$ cat config.mk
export PLATFORM = sky130hd
export DESIGN_NAME = res_fifo_tslot
export DESIGN_NICKNAME = d
export VERILOG_FILES = /design/src/rtl/rfq_pkg.sv /design/src/rtl/rfq_ring.sv /design/src/rtl/rfq_tslot.sv /design/src/rtl/rfq_seq.sv /design/src/rtl/res_fifo_tslot.sv
export SDC_FILE = /design/constraint.sdc
export NUM_CORES = 1
export LEC_CHECK = 0
export BUFFER_PORTS_ARGS = -buffer_cell sky130_fd_sc_hd__buf_2
export CORE_UTILIZATION = 51
export DETAILED_ROUTE_END_ITERATION = 8
export PLACE_DENSITY = 0.7
export SYNTH_ARGS = -nofsm -noshare
export SYNTH_HDL_FRONTEND = slang
export SYNTH_SLANG_ARGS = --single-unit
$ cat constraint.sdc
create_clock -name clk -period 2.1 [get_ports clk]
set_input_delay 0.42 -clock clk [delete_from_list [all_inputs] [get_ports clk]]
set_output_delay 0.42 -clock clk [all_outputs]
set_load 0.05 [all_outputs]
$ cat src/rtl/rfq_pkg.sv
package rfq_pkg;

    // Origin of the word currently being shifted out
    typedef enum logic {
        SRC_VOLT = 1'b0,
        SRC_TEMP = 1'b1
    } rd_src_e;

    // Byte sequencer state
    typedef struct packed {
        logic    lo_phase;  // 1: low byte of a latched word is next
        rd_src_e src;       // where the latched word came from
        logic    owed;      // low-byte pop must still release storage
    } rd_state_t;

    localparam rd_state_t RD_IDLE = '{lo_phase: 1'b0, src: SRC_VOLT, owed: 1'b0};

endpackage

$ cat src/rtl/rfq_ring.sv
module rfq_ring #(
    parameter int DEPTH = 16,
    parameter int W     = 12,
    parameter int PW    = 4,
    parameter int CW    = 5
) (
    input  logic          clk,
    input  logic          rst,
    input  logic          flush,
    input  logic          push,
    input  logic [W-1:0]  pdata,
    input  logic          drop,
    output logic [W-1:0]  head,
    output logic [CW-1:0] cnt,
    output logic          full,
    output logic          ovw
);

    logic [W-1:0]  mem [DEPTH];
    logic [PW-1:0] wptr, rptr;
    logic          inc;

    assign full = (cnt == CW'(DEPTH));
    assign ovw  = push & full & ~drop;
    assign inc  = push & ~ovw;
    assign head = mem[rptr];

    always_ff @(posedge clk) begin
        if (push && !flush) begin
            mem[wptr] <= pdata;
        end
    end

    always_ff @(posedge clk) begin
        if (rst || flush) begin
            wptr <= '0;
            rptr <= '0;
            cnt  <= '0;
        end else begin
            if (push) begin
                wptr <= (wptr == PW'(DEPTH - 1)) ? '0 : wptr + 1'b1;
            end
            if (drop || ovw) begin
                rptr <= (rptr == PW'(DEPTH - 1)) ? '0 : rptr + 1'b1;
            end
            cnt <= cnt + CW'(inc) - CW'(drop);
        end
    end

endmodule

$ cat src/rtl/rfq_tslot.sv
module rfq_tslot #(
    parameter int W = 12
) (
    input  logic         clk,
    input  logic         rst,
    input  logic         flush,
    input  logic         wr,
    input  logic [W-1:0] wdata,
    input  logic         consume,
    output logic         valid,
    output logic [W-1:0] data
);

    always_ff @(posedge clk) begin
        if (rst || flush) begin
            valid <= 1'b0;
            data  <= '0;
        end else begin
            if (wr) begin
                valid <= 1'b1;
                data  <= wdata;
            end else if (consume) begin
                valid <= 1'b0;
            end
        end
    end

endmodule

$ cat src/rtl/rfq_seq.sv
module rfq_seq
    import rfq_pkg::*;
#(
    parameter int RES_W  = 12,
    parameter int BYTE_W = 8
) (
    input  logic              clk,
    input  logic              rst,
    input  logic              flush,
    input  logic              pop,
    input  logic              t_valid,
    input  logic [RES_W-1:0]  t_data,
    input  logic              t_wr,
    input  logic              q_nz,
    input  logic [RES_W-1:0]  q_head,
    input  logic              q_ovw,
    output logic [BYTE_W-1:0] byte_o,
    output logic              q_drop,
    output logic              t_consume,
    output logic              lo_phase,
    output logic              avail
);

    localparam int WORD_W = 2 * BYTE_W;

    rd_state_t         st, st_n;
    logic [BYTE_W-1:0] lo_hold;
    logic [RES_W-1:0]  pick;
    logic [WORD_W-1:0] word;
    logic              hi_pop, lo_pop, cur_tmp, lost_now, any_src;

    assign any_src  = t_valid | q_nz;
    assign pick     = t_valid ? t_data : q_head;
    assign word     = WORD_W'(pick);
    assign cur_tmp  = (st.src == SRC_TEMP);
    assign lost_now = cur_tmp ? t_wr : q_ovw;

    assign hi_pop    = pop & ~st.lo_phase & any_src;
    assign lo_pop    = pop & st.lo_phase;
    assign q_drop    = lo_pop & st.owed & ~cur_tmp;
    assign t_consume = lo_pop & st.owed & cur_tmp;

    assign lo_phase = st.lo_phase;
    assign avail    = st.lo_phase | any_src;
    assign byte_o   = st.lo_phase ? lo_hold
                    : (any_src ? word[WORD_W-1:BYTE_W] : '0);

    always_comb begin
        st_n = st;
        if (hi_pop) begin
            st_n.lo_phase = 1'b1;
            st_n.src      = t_valid ? SRC_TEMP : SRC_VOLT;
            st_n.owed     = ~(t_valid ? t_wr : q_ovw);
        end else if (lo_pop) begin
            st_n.lo_phase = 1'b0;
            st_n.owed     = 1'b0;
        end else if (st.lo_phase && lost_now) begin
            st_n.owed = 1'b0;
        end
    end

    always_ff @(posedge clk) begin
        if (rst || flush) begin
            st      <= RD_IDLE;
            lo_hold <= '0;
        end else begin
            st <= st_n;
            if (hi_pop) begin
                lo_hold <= word[BYTE_W-1:0];
            end
        end
    end

endmodule

$ cat src/rtl/res_fifo_tslot.sv
module res_fifo_tslot
    import rfq_pkg::*;
#(
    parameter int DEPTH  = 16,
    parameter int RES_W  = 12,
    parameter int BYTE_W = 8,
    localparam int CW    = $clog2(DEPTH + 1)
) (
    input  logic              clk,
    input  logic              rst,
    input  logic              flush_i,
    input  logic              wr_en_i,
    input  logic              wr_is_temp_i,
    input  logic [RES_W-1:0]  wr_data_i,
    input  logic              pop_i,
    output logic [BYTE_W-1:0] rd_byte_o,
    output logic              empty_o,
    output logic              full_o,
    output logic [CW-1:0]     count_o,
    output logic              temp_pend_o
);

    localparam int PW = (DEPTH > 1) ? $clog2(DEPTH) : 1;

    logic             v_push, t_wr, q_drop, q_ovw, t_consume, t_valid;
    logic             lo_phase, avail;
    logic [RES_W-1:0] q_head, t_data;

    assign v_push = wr_en_i & ~wr_is_temp_i;
    assign t_wr   = wr_en_i & wr_is_temp_i;

    rfq_ring #(.DEPTH(DEPTH), .W(RES_W), .PW(PW), .CW(CW)) u_ring (
        .clk   (clk),
        .rst   (rst),
        .flush (flush_i),
        .push  (v_push),
        .pdata (wr_data_i),
        .drop  (q_drop),
        .head  (q_head),
        .cnt   (count_o),
        .full  (full_o),
        .ovw   (q_ovw)
    );

    rfq_tslot #(.W(RES_W)) u_tslot (
        .clk     (clk),
        .rst     (rst),
        .flush   (flush_i),
        .wr      (t_wr),
        .wdata   (wr_data_i),
        .consume (t_consume),
        .valid   (t_valid),
        .data    (t_data)
    );

    rfq_seq #(.RES_W(RES_W), .BYTE_W(BYTE_W)) u_seq (
        .clk       (clk),
        .rst       (rst),
        .flush     (flush_i),
        .pop       (pop_i),
        .t_valid   (t_valid),
        .t_data    (t_data),
        .t_wr      (t_wr),
        .q_nz      (count_o != '0),
        .q_head    (q_head),
        .q_ovw     (q_ovw),
        .byte_o    (rd_byte_o),
        .q_drop    (q_drop),
        .t_consume (t_consume),
        .lo_phase  (lo_phase),
        .avail     (avail)
    );

    assign empty_o     = ~avail;
    assign temp_pend_o = t_valid;

endmodule

==> results of run 1 <==
-- cell families (layout without fill, tap and decap cells) --
| logic type | after synthesis | count (layout) |
|---|---|---|
| xor gates and xnor gates | 4 | 4 |
| and+or+nand+nor | 111 | 111 |
| buffers and inverters | 38 | 165 |
| muxes | 51 | 51 |
| AOI/OAI and AO/OA | 91 | 91 |
| adders and majority gates | 12 | 12 |
| DFF | 233 | 233 |
-- worst max-delay path by stage --
stage | from | end | slack [ps] | cells after the start
6_report | flop | rd_byte_o[0] | -700 | 5
2_1_floorplan | flop | rd_byte_o[0] | -240 | 5
5_1_grt | flop | rd_byte_o[1] | -740 | 6
3_3_place_gp | flop | rd_byte_o[3] | -190 | 6
3_5_place_dp | flop | rd_byte_o[3] | -230 | 6
4_1_cts | flop | rd_byte_o[0] | -700 | 5
-- synthesized netlist by cell type (11+ instances only) --
cell / count / share of area
sky130_fd_sc_hd__mux4_2: 49 / 0.12
sky130_fd_sc_hd__and2_1: 25 / 0.017
sky130_fd_sc_hd__nor2_1: 12 / 0.0049
sky130_fd_sc_hd__edfxtp_1: 192 / 0.62
sky130_fd_sc_hd__nand2_1: 46 / 0.019
sky130_fd_sc_hd__inv_1: 11 / 0.0045
sky130_fd_sc_hd__a21oi_1: 31 / 0.017
sky130_fd_sc_hd__a22oi_1: 20 / 0.016
sky130_fd_sc_hd__o21ai_0: 13 / 0.0071
sky130_fd_sc_hd__dfxtp_1: 41 / 0.089
sky130_fd_sc_hd__clkbuf_1: 18 / 0.0073
sky130_fd_sc_hd__ha_1: 11 / 0.015
-- power by group through the flow --
stage	sequential, W	combinational (W)	clock, W
floorplan	0.00513	0.000125	0
global placement	0.00512	0.000268	0
detailed placement	0.00512	0.000276	0
CTS	0.00503	0.000300	0.00420
global route	0.00503	0.000329	0.00437
finish	0.00503	0.000307	0.00415
-- worst max-delay path, stage by stage, from the launching register on --
cell,delay (ps)
sky130_fd_sc_hd__dfxtp_4,440
sky130_fd_sc_hd__mux4_2,510
sky130_fd_sc_hd__mux4_2,480
sky130_fd_sc_hd__nand3b_1,100
sky130_fd_sc_hd__o211ai_1,130
sky130_fd_sc_hd__buf_4,220
-- layer usage --
| layer | GRT usage | up-vias | share of wire |
|---|---|---|---|
| li1 | - | 2344 | - |
| met1 | 0.323 | 2706 | 0.41 |
| met2 | 0.395 | 221 | 0.49 |
| met3 | 0.0415 | 54 | 0.070 |
| met4 | 0.0827 | 0 | 0.031 |
| met5 | 0 | - | 0 |
-- metrics by stage --
step | instance area, sq um | total power, W | util | std cells | worst slack, ps
global placement | 10200 | 0.00539 | 0.586 | 841 | -192
detailed placement | 10200 | 0.00540 | 0.586 | 841 | -227
floorplan | 9260 | 0.00525 | - | 540 | -243
CTS | 11200 | 0.00953 | 0.639 | 891 | -699
finish | 11200 | 0.00948 | 0.641 | 892 | -697
global route | 11200 | 0.00973 | 0.641 | 892 | -743
-- what timing repair did --
action                                  4_1_cts  5_1_grt
endpoints found under the setup margin        7       12
resized for setup                            27        8
setup buffers                                 8        1
pin swaps                                     4        1
-- sequential cells by signal (all words and copies together) (netlist names), named ones only --
register and flops:
u_ring.cnt 5, u_ring.mem 192, u_ring.rptr 4, u_ring.wptr 4, u_seq.cur_tmp 1, u_seq.lo_hold 8
u_seq.lo_phase 1, u_seq.st 1, u_tslot.data 12, u_tslot.valid 1
-- cell type report --
cell class,count,area [sq um]
Tap cell,225,282
Timing Repair Buffer,111,966
Clock inverter,10,100
Sequential cell,233,6600
Multi-Input combinational cell,269,2540
Fill cell,1204,6270
Clock buffer,33,676
Inverter,11,46.3
==> results by stage, run 1 <==
Outcome:
- The flow ran to the end, but the final reports show violations.
- The final reports fail on setup timing.

Worst setup path:
- The worst register-to-register path has a depth of 11.
- Of all nets on the critical path, the largest fanout is 7.
- STA classifies the critical path endpoint as a primary output.
- The endpoint of the worst register-to-register path is u_ring.cnt[4].
- In this run the register-to-register setup slack is -170 ps.
- The type of origin of the critical path is a flop.
- Data on the critical path is required at its endpoint by 1680 ps.
- The startpoint of the lowest-slack register-to-register path is u_ring.cnt[3].
- By startpoint and endpoint, the worst setup path is classified as reg -> out.
- The worst endpoint data arrival time is 2380 ps.

Finish:
- The total number of nets in the final design is 680.
- The library cell used most frequently in the layout, excluding fill and tap cells, is sky130_fd_sc_hd__edfxtp_1.
- The fraction of layout cells with a size suffix above 1 is 0.333.
- The number of diodes added for antenna fixing is 0.
- In the layout the commonest cells are sky130_fd_sc_hd__edfxtp_1, sky130_fd_sc_hd__buf_4, sky130_fd_sc_hd__mux4_2.
- The layout-stage area growth over the synthesis result is 21.5%.

Timing:
- The final worst clock skew is 8.48 ps.
- Setup repair after global routing could not meet its margin everywhere.
- The smallest clock period supported by the final layout is computed as ~2800 ps.
- The number of max-slew violations in the final report came to 0.
- After layout, the worst setup slack is -697 ps.
- The maximum achievable frequency is 0.358 GHz.
- The setup-violating endpoint count in the final report is 6.
- After routing, the total negative slack on setup checks comes to -2870 ps.
- The worst hold-check slack is 275 ps.
- For the pin with the worst max-slew slack, the measured transition is roughly 580 ps.
- Dividing the final minimum period by the clock period gives 1.33.
- The worst pin sits at a relative slew slack of 0.615.
- The count of final hold-check violations is 0.

Route:
- The aggregate routed wire length is 21.2 mm.
- The count of nets left with antenna violations once routing finished came out at 0.
- The count of unresolved DRC violations after routing is 0.
- The total number of vias is 5325.
- In the routed layout, each cell is associated on average with a via count of 5.97.
- The pre-antenna-repair detailed-routing pass consisted of 4 iterations.
- After detailed routing, the average wire length per cell comes to 23.8 um.
- The initial detailed-routing violation count is 471.

Die:
- The die covers 0.0186 sq mm.
- The area of the placeable core is roughly 0.017 sq mm.
- The starting density of the core is 0.528.
- The I/O pin count is 34.
- The floorplan step set the die width to 137 um.
- Measured along the y axis, the die boundary spans 137 um.
- The floorplan row count is 48.

Logic synthesis:
- The most instantiated flip-flop cell in the synthesis netlist is sky130_fd_sc_hd__edfxtp_1.
- The multiplexer area fraction after synthesis is 0.122.
- The dominant combinational cell family by area after synthesis is multiplexers.
- The number of synthesized flops with an enable pin is 192.
- The number of synthesis warnings is 0.
- The share of the Yosys chip area taken by registers is 0.714.
- The count of different cell masters after synthesis is 45.
- Averaged over all synthesized cells, the footprint is 17.1 sq um.
- The mapped netlist covers 0.00923 sq mm.
- The number of nets produced by synthesis is 570.
- Of the total synthesized cell area, the portion taken by XOR and XNOR cells is 0.00380.
- The synthesized-area fraction occupied by adder cells is 0.0171.
- The share of async-settable or async-resettable flops after synthesis is 0.
- In this run, synthesis produced a sequential element count of 233.
- The area fraction in and, or, nand and nor cells after synthesis is 0.0622.
- The area fraction in compound gates after synthesis is 0.0628.
- After technology mapping, the gate count stands at 540.

Global routing:
- The initial antenna violation count is 1.
- After global routing the overflow that remains totals 0.
- The maximum number of pins on one net before global-route repair is 21.
- The first global-routing pass estimated around 32 mm of wire.
- Across every metal layer, demand over resource in global routing totals 0.239.
- The via count of the first global-routing pass is 5481.

CTS:
- The clock insertion delay at the later pin of the skew report is approximately 500 ps.
- The master cell of the clock root buffer is sky130_fd_sc_hd__clkbuf_16.
- In this run the number of H-tree levels came out at 1.
- The clock buffer count from CTS is 24.
- In this run, post-CTS hold repair placed 0 buffers.
- The maximum count of clock buffers along a single path is 3.
- Clock tree synthesis found a total of 233 sinks.
- The clock-pin slew on the worst setup and hold paths is 60 ps.
- TritonCTS built the clock tree.

Worst hold path:
- The class of the worst hold path is in -> reg.
- The worst hold path was traced through 3 stages.
- The end point of the worst hold path is u_seq.st[0].
- The hold path startpoint is rst.

Power:
- The worst-case IR drop observed on VDD is 0.000834 V.
- Power spread over the standard cell area amounts to approximately 850 mW/mm^2.
- Of the total power, the share spent switching nets is 0.198.
- The net switching power of the design is 0.00187 W.
- Cell internal power was estimated by the tool at 0.00761 W.
- The combinational fraction of design power is 0.032.
- The share of power burned in registers is 0.530.
- The leakage dissipation is 3.80 nW.
- Of the total power, the clock network draws 0.437.

Placed design:
- Buffers placed on the I/O ports in this run total 33.
- The final weighted congestion in routability-driven placement is 0.816.
- After legalization and detailed placement, the total HPWL measured 13.6 mm.

Job:
- The max-capacitance violation count is 0.
No activity file was read; power rests on OpenSTA's default activity.
==> run 2: changes to the inputs <==
Settings changed: CAP_MARGIN from default to 10, GPL_TIMING_DRIVEN from default to 0, REMOVE_ABC_BUFFERS from default to 1.
==> run 2 against run 1 <==
  * Global-route usage decreased by 0.67 points
  * Via count shrank 5.3%
  * Count of clock-buffer cells in the layout down 7
  * The flow still finishes with violations (setup timing)
  * Worst setup slack got worse by 79 ps
  * Register-to-register slack gained 20 ps
  * Critical path type unchanged
  * Final cell count shrank 6.3%
  * Final area is 5.0% lower
==> results by stage, run 2 (synthesized netlist as in run 1, its figures left out) <==
Power:
- The share of power burned in registers was 0.558 (+0.028).
- The peak ir drop on the vdd network is 0.000508 V (-39%).
- The clock network power share is 0.413 (-0.024).
- The total internal power was 0.00710 W (-6.6%).
- The power density normalized to cell area is 846 mW/mm^2 (about the same).
- The combinational fraction of design power is 0.029 (-0.003).
- The leakage dissipation came to 3.46 nW (-8.9%).
- The net switching power of the design is 0.00191 W (+2.1%).
- The fraction of power spent switching nets is 0.212 (+0.0144).

Global routing:
- The total global routing overflow was 0 (unchanged).
- The wire length of the first global-routing pass is 31.0 mm (-2.5%).
- The via count of the first global-routing pass was 5243 (-4.3%).
- The initial antenna violation count was 0 (-1).
- The maximum number of pins on one net before global-route repair is 31 (+48%).
- The total track usage is 0.233 (-0.00672).

Timing:
- The relative slew slack was 0.252 (-0.363).
- The setup-violating endpoint count in the final report is 6 (unchanged).
- The final worst clock skew came to 17.8 ps (+9.36 ps).
- The portion of the clock cycle consumed by the worst path in the final layout is 1.37 (+0.0374).
- The post-route worst setup slack is -776 ps (-78.6 ps).
- The clock period minus worst slack was 2880 ps (+78.6 ps).
- The count of final hold-check violations came to 0 (unchanged).
- The slew of the pin with the lowest slew margin came to 1120 ps (+546 ps).
- The worst hold-check slack is 288 ps (+13.4 ps).
- The number of max-slew violations in the final report is 0 (unchanged).
- The maximum achievable frequency is 0.348 GHz (-2.7%).
- Setup repair after global routing could not meet its margin everywhere.

Finish:
- The number of flip-flops under the largest register name is 192 (unchanged).
- The register bank with the most flops is u_ring.mem.
- The fraction of layout cells with a size suffix above 1 is 0.298 (-0.0350).
- The share of the core filled with cells in the final layout is 0.610 (-0.0319).
- The library cell used most frequently in the layout, excluding fill and tap cells, is sky130_fd_sc_hd__edfxtp_1.
- The number of diodes added for antenna fixing is 0 (unchanged).
- The final standard cell count with taps included and fillers excluded is 836 (-6.3%).
- The largest registers in the layout are u_ring.mem (192), u_tslot.data (12), u_seq.lo_hold (8).
- The total number of nets in the final design is 624 (-8.2%).
- The layout-stage area growth over the synthesis result is 15.4%.
- In the layout the commonest cells are sky130_fd_sc_hd__edfxtp_1, sky130_fd_sc_hd__mux4_2, sky130_fd_sc_hd__nand2_1.

CTS:
- The clock buffer count from CTS is 23 (-4.2%).
- The maximum count of clock buffers along a single path is 3 (unchanged).
- The number of clock sinks is 233 (unchanged).
- The depth of the CTS H-tree is 1 (unchanged).
- The master cell of the clock root buffer is sky130_fd_sc_hd__clkbuf_16.
- TritonCTS built the clock tree.
- The clock insertion delay at the later pin of the skew report came to 520 ps (about the same).
- The clock-pin slew on the worst setup and hold paths was 60 ps (about the same).

Worst setup path:
- The element type at the critical path end is a primary output.
- The required time reported for the critical path endpoint was 1680 ps (about the same).
- The worst endpoint data arrival time is 2460 ps (+80 ps).
- STA classifies the critical path startpoint as a flop.
- The largest incremental delay on the critical path is 500 ps (about the same).
- The largest individual stage delay along the critical path comes from the cell sky130_fd_sc_hd__mux4_2.
- The slack of the worst reg-to-reg path came to -150 ps (+20 ps).
- The signal on the critical path passes through buf_6 > buf_16 > mux4_2 > a22oi_2 > nand3_1 > a32o_2 > buf_6.
- Counting stages on the worst path, the most repeated cell is sky130_fd_sc_hd__buf_6.
- The critical path is of the reg -> out type.
- The startpoint of the lowest-slack register-to-register path is u_ring.cnt[3].
- The maximum net fanout on the critical path is 6 (-1).

Route:
- The total number of vias is 5044 (-5.3%).
- The antenna violation net count after detailed routing is 0 (unchanged).
- The aggregate routed wire length is 20.4 mm (-3.8%).
- The initial detailed-routing violation count was 563 (+20%).
- The mean routed wirelength per cell came to 24.4 um (+2.7%).
- The count of unresolved DRC violations after routing was 0 (unchanged).
- The mean number of vias per cell came to 6.03 (+1.1%).
- The first-pass detailed-route iteration total is 4 (unchanged).

Die:
- The I/O pin count is 34 (unchanged).
- The area of the placeable core is 0.0175 sq mm (unchanged).
- The full die area is 0.0186 sq mm (unchanged).
- The die extent in x was 137 um (unchanged).
- The starting density of the core is 0.528 (unchanged).
- The height of the die is 137 um (unchanged).
- The floorplan row count came to 48 (unchanged).

Placed design:
- The final HPWL from detailed placement is 11.4 mm (-16%).
- The final weighted congestion in routability-driven placement is 0.757 (-7.2%).
- The count of input and output buffers is 33 (unchanged).
- The total placed cells including tap cells is 774 (-8.0%).

Outcome:
- The flow ran to the end, but the final reports show violations.
- The checks that failed: setup timing.

Worst hold path:
- The path class of the tightest hold or removal check is in -> reg.
- The hold path startpoint is wr_data_i[2].

Job:
- The max-capacitance violation count is 0 (unchanged).
==> run 2: cell types whose count changed in the layout (fill, tap and decap cells not counted), sizes merged <==
cell    delta
buf       -55
clkbuf     -7
inv        +1
bufinv     -2
clkinv     +7
==> run 2: worst max-delay path: cells and delay by family (launching register included) <==
family	cells	cell delay [ps]
AO/OA/AOI/OAI	2	510
buffers and inverters	3	420
flip-flops	1	390
multiplexers	1	500
AND/OR/NAND/NOR	1	120
==> run 2: power by group through the flow <==
| stage | Clock, W | Sequential (W) | Combinational [W] |
|---|---|---|---|
| 6_report | 0.00372 | 0.00503 | 0.000265 |
| 3_3_place_gp | 0 | 0.00513 | 0.000223 |
| 4_1_cts | 0.00375 | 0.00503 | 0.000258 |
| 2_1_floorplan | 0 | 0.00514 | 0.000112 |
| 3_5_place_dp | 0 | 0.00513 | 0.000238 |
| 5_1_grt | 0.00395 | 0.00503 | 0.000286 |
==> run 2: final cells by class <==
type                    instances  area, sq um
clock buffers                  26          587
clock inverters                16         82.6
fillers                      1249         6820
inverters                      11         41.3
multi-input cells             269         2580
flip-flops and latches        233         6610
well taps                     225          282
repair buffers                 56          475
==> run 2: layer usage <==
metal,part of all wire,global-route usage
met2,0.51,0.393
met4,0.023,0.0753
met3,0.050,0.0322
met1,0.41,0.313
met5,0,0
==> run 2: through the flow <==
stage	setup TNS [ps]	setup slack, ps	power [W]	instance area [sq um]
after CTS	-3210	-771	0.00903	10600
after global routing	-4020	-842	0.00926	10700
after global placement	-75460	-2880	0.00535	9540
after detailed placement	-71710	-808	0.00537	9610
after floorplan	-18130	-2020	0.00525	9100
final	-3200	-776	0.00902	10700
==> run 2: final timing paths <==
path / end / cells after the start
worst min register to register: u_tslot.data[8] / 2
worst max register to register: u_ring.cnt[4] / 10
worst max-delay path: rd_byte_o[2] / 7
worst min-delay path: u_ring.mem[9][2] / 1
==> run 2: repair_timing <==
item	in CTS	in global routing
setup buffers	16	3
hold buffers	0	0
pin swaps	7	11
resized for setup	44	17
gates cloned	2	0
setup endpoints to repair	87	75
==> run 3: changes to the inputs <==
Settings changed: CORE_UTILIZATION 51 to 45, PLACE_DENSITY 0.7 to default, REMOVE_ABC_BUFFERS 1 to default.
==> run 3 against run 2 <==
  * Maximum frequency is 0.97% lower
  * Flip-flop and latch count stayed put
  * Final area is 1.7% higher
  * Combinational power is 7% higher
  * Register-to-register slack worse by 120 ps
  * The run still ends with setup timing left
  * Worst setup slack worse by 28 ps
  * Global-route usage is 3.2 points lower
  * Die area is 13% higher
  * Critical endpoint is now rd_byte_o[0]
  * Via count is 0.26% lower
  * Utilization is 7.3 points lower
  * Count of clock-buffer cells in the layout is 6 higher
==> results by stage, run 3 (synthesized netlist as in run 1, its figures left out) <==
Placed design:
- The count of input and output buffers is 33 (unchanged).
- The final HPWL from detailed placement is 13.0 mm (+14%).
- The final weighted congestion in routability-driven placement is 0.818 (+8.0%).

Power:
- The clock network power share was 0.438 (+0.025).
- The net switching power of the design is 0.00192 W (+0.26%).
- The power density normalized to cell area is 872 mW/mm^2 (+3.0%).
- The total internal power is 0.00753 W (+6.0%).
- The peak ir drop on the vdd network came to 0.000624 V (+23%).
- The post-layout total power came to 0.00944 W (+4.7%).
- The share of power burned in registers is 0.532 (-0.026).
- The leakage dissipation is 3.53 nW (+2.0%).
- The fraction of power spent switching nets was 0.203 (-0.00908).
- The combinational fraction of design power is 0.030 (about the same).

Global routing:
- The maximum number of pins on one net before global-route repair came to 18 (-42%).
- The wire length of the first global-routing pass was 31.4 mm (+1.2%).
- The via count of the first global-routing pass is 5297 (+1.0%).
- The total global routing overflow is 0 (unchanged).
- The total track usage is 0.201 (-0.0315).
- The initial antenna violation count came to 0 (unchanged).

Timing:
- The relative slew slack is 0.481 (+0.229).
- The post-route worst setup slack came to -804 ps (-28.1 ps).
- The maximum achievable frequency is 0.344 GHz (-0.97%).
- The portion of the clock cycle consumed by the worst path in the final layout was 1.38 (+0.0134).
- The slew of the pin with the lowest slew margin was 779 ps (-343 ps).
- Setup repair after global routing could not meet its margin everywhere.
- The number of max-slew violations in the final report is 0 (unchanged).
- The final worst clock skew is 18.4 ps (+0.541 ps).
- The count of final hold-check violations was 0 (unchanged).
- The setup-violating endpoint count in the final report is 6 (unchanged).
- The clock period minus worst slack is 2900 ps (+28.1 ps).
- The summed negative setup slack over all endpoints is -3290 ps (-90.5 ps).

Finish:
- From synthesis to final layout, the design area changed by 17.4%.
- The most frequent standard cell in the layout excluding fill and tap cells is sky130_fd_sc_hd__edfxtp_1.
- The library cells used most frequently in the layout, excluding fill and tap cells, are sky130_fd_sc_hd__edfxtp_1, sky130_fd_sc_hd__mux4_2, sky130_fd_sc_hd__nand2_1.
- The fraction of layout cells with a size suffix above 1 is 0.290 (-0.00832).
- The number of flip-flops under the largest register name is 192 (unchanged).
- The register with the most flip-flops in the final layout is u_ring.mem.
- The largest registers in the layout are u_ring.mem (192), u_tslot.data (12), u_seq.lo_hold (8).
- The total number of nets in the final design was 643 (+3.0%).
- The number of diodes added for antenna fixing is 0 (unchanged).

Worst setup path:
- The largest incremental delay on the critical path is 520 ps (+20 ps).
- The maximum net fanout on the critical path is 7 (+1).
- The slack of the worst reg-to-reg path is -270 ps (-120 ps).
- STA classifies the critical path endpoint as a primary output.
- The required time reported for the critical path endpoint came to 1680 ps (about the same).
- The startpoint of the lowest-slack register-to-register path is u_ring.cnt[2].
- The endpoint of the worst register-to-register path is u_ring.cnt[4].
- The type of origin of the critical path is a flop.
- The number of buffers and inverters on the critical path is 2 (-1).
- The worst endpoint data arrival time is 2480 ps (+20 ps).
- The critical path goes through buf_12 > mux4_2 > mux4_2 > nand3b_1 > o211ai_1 > buf_4.
- In this design, the critical path's most frequently occurring cell is sky130_fd_sc_hd__mux4_2.
- The cell class contributing the biggest share of worst-path delay is multiplexers.
- The depth of the worst register-to-register path is 11 (+1).
- The critical path is of the reg -> out type.
- The critical-path cell with the highest stage delay is sky130_fd_sc_hd__mux4_2.

Route:
- The total number of vias is 5031 (-0.26%).
- The mean routed wirelength per cell was 22.9 um (-6.2%).
- The first-pass detailed-route iteration total is 5 (+1).
- The initial detailed-routing violation count is 460 (-18%).
- The antenna violation net count after detailed routing is 0 (unchanged).
- The mean number of vias per cell came to 5.58 (-7.6%).
- The count of unresolved DRC violations after routing is 0 (unchanged).
- The aggregate routed wire length is 20.7 mm (+1.3%).

Die:
- The full die area was 0.0211 sq mm (+13%).
- The I/O pin count is 34 (unchanged).
- The die extent in x came to 145 um (+6.4%).
- The starting density of the core is 0.458 (-0.0705).
- The area of the placeable core is 0.0202 sq mm (+15%).
- The height of the die was 145 um (+6.4%).
- The floorplan row count is 52 (+8.3%).

Outcome:
- The flow ran to the end, but the final reports show violations.
- The checks that failed: setup timing.

Worst hold path:
- The min-delay analysis places its worst path in the category in -> reg.
- The worst hold path begins at rst.
- The worst hold path terminates at u_seq.lo_hold[7].
- The worst hold path stage count came to 4 (+3).

CTS:
- The maximum count of clock buffers along a single path is 3 (unchanged).
- The CTS tree is done.
- The depth of the CTS H-tree is 1 (unchanged).
- CTS placed an instance of sky130_fd_sc_hd__clkbuf_16 at the clock tree root.
- The clock-pin slew on the worst setup and hold paths is 60 ps (about the same).
- The number of clock sinks was 233 (unchanged).
- The clock insertion delay at the later pin of the skew report is 520 ps (about the same).
- The total of hold buffers inserted after clock tree synthesis is 0 (unchanged).
- The clock buffer count from CTS was 25 (+8.7%).

Job:
- The max-capacitance violation count is 0 (unchanged).
[run 3: cell type report]
class | instances | area, sq um
Fill cell | 1648 | 9340
Sequential cell | 233 | 6600
Multi-Input combinational cell | 269 | 2570
Clock buffer | 32 | 652
Tap cell | 270 | 338
Timing Repair Buffer | 47 | 317
Buffer | 26 | 188
Clock inverter | 14 | 115
Inverter | 11 | 46.3
[run 3: what timing repair did]
item	4_1_cts	5_1_grt
setup endpoints to repair	27	108
pin swaps	8	7
buffers inserted	11	3
gates resized for setup	49	19
[run 3: how the worst max path moves through the flow]
| stage | endpoint | start | cells past startpoint |
|---|---|---|---|
| after floorplan | rd_byte_o[0] | flop | 5 |
| after global placement | rd_byte_o[3] | flop | 6 |
| after detailed placement | rd_byte_o[3] | flop | 6 |
| after CTS | rd_byte_o[3] | flop | 6 |
| after global routing | rd_byte_o[0] | flop | 6 |
| final | rd_byte_o[0] | flop | 6 |
[run 3: power groups by stage]
stage | sequential (W) | combinational, W | clock [W]
4_1_cts | 0.00502 | 0.000277 | 0.00419
3_3_place_gp | 0.00512 | 0.000250 | 0
3_5_place_dp | 0.00512 | 0.000260 | 0
6_report | 0.00502 | 0.000283 | 0.00414
5_1_grt | 0.00502 | 0.000306 | 0.00437
2_1_floorplan | 0.00513 | 0.000125 | 0
[run 3: through the flow]
| stage | instances | hold WS, ps | worst slack (ps) | cell area (sq um) | utilization |
|---|---|---|---|---|---|
| floorplan | 540 | 431 | -243 | 9260 | - |
| global route | 902 | 226 | -862 | 10800 | 0.537 |
| global placement | 843 | 440 | -587 | 9760 | 0.484 |
| detailed placement | 843 | 446 | -570 | 9760 | 0.484 |
| CTS | 899 | 199 | -820 | 10800 | 0.534 |
| finish | 902 | 221 | -804 | 10800 | 0.537 |
[run 3: worst reg2reg max path: cells and delay by family, from the launching register on]
kind / cells / cell delay, ps
AND/OR/NAND/NOR: 3 / 710
buffers and inverters: 2 / 160
AO/OA/AOI/OAI: 3 / 360
flip-flops: 1 / 350
adder cells (fa/ha/maj): 3 / 720
[run 3: layer usage]
layer / up-vias / track usage / wire, um
met2: 113 / 0.356 / 10600
met4: 0 / 0.0489 / 342
met1: 2613 / 0.263 / 8770
met5: - / 0 / 0
li1: 2278 / - / -
met3: 27 / 0.0267 / 919
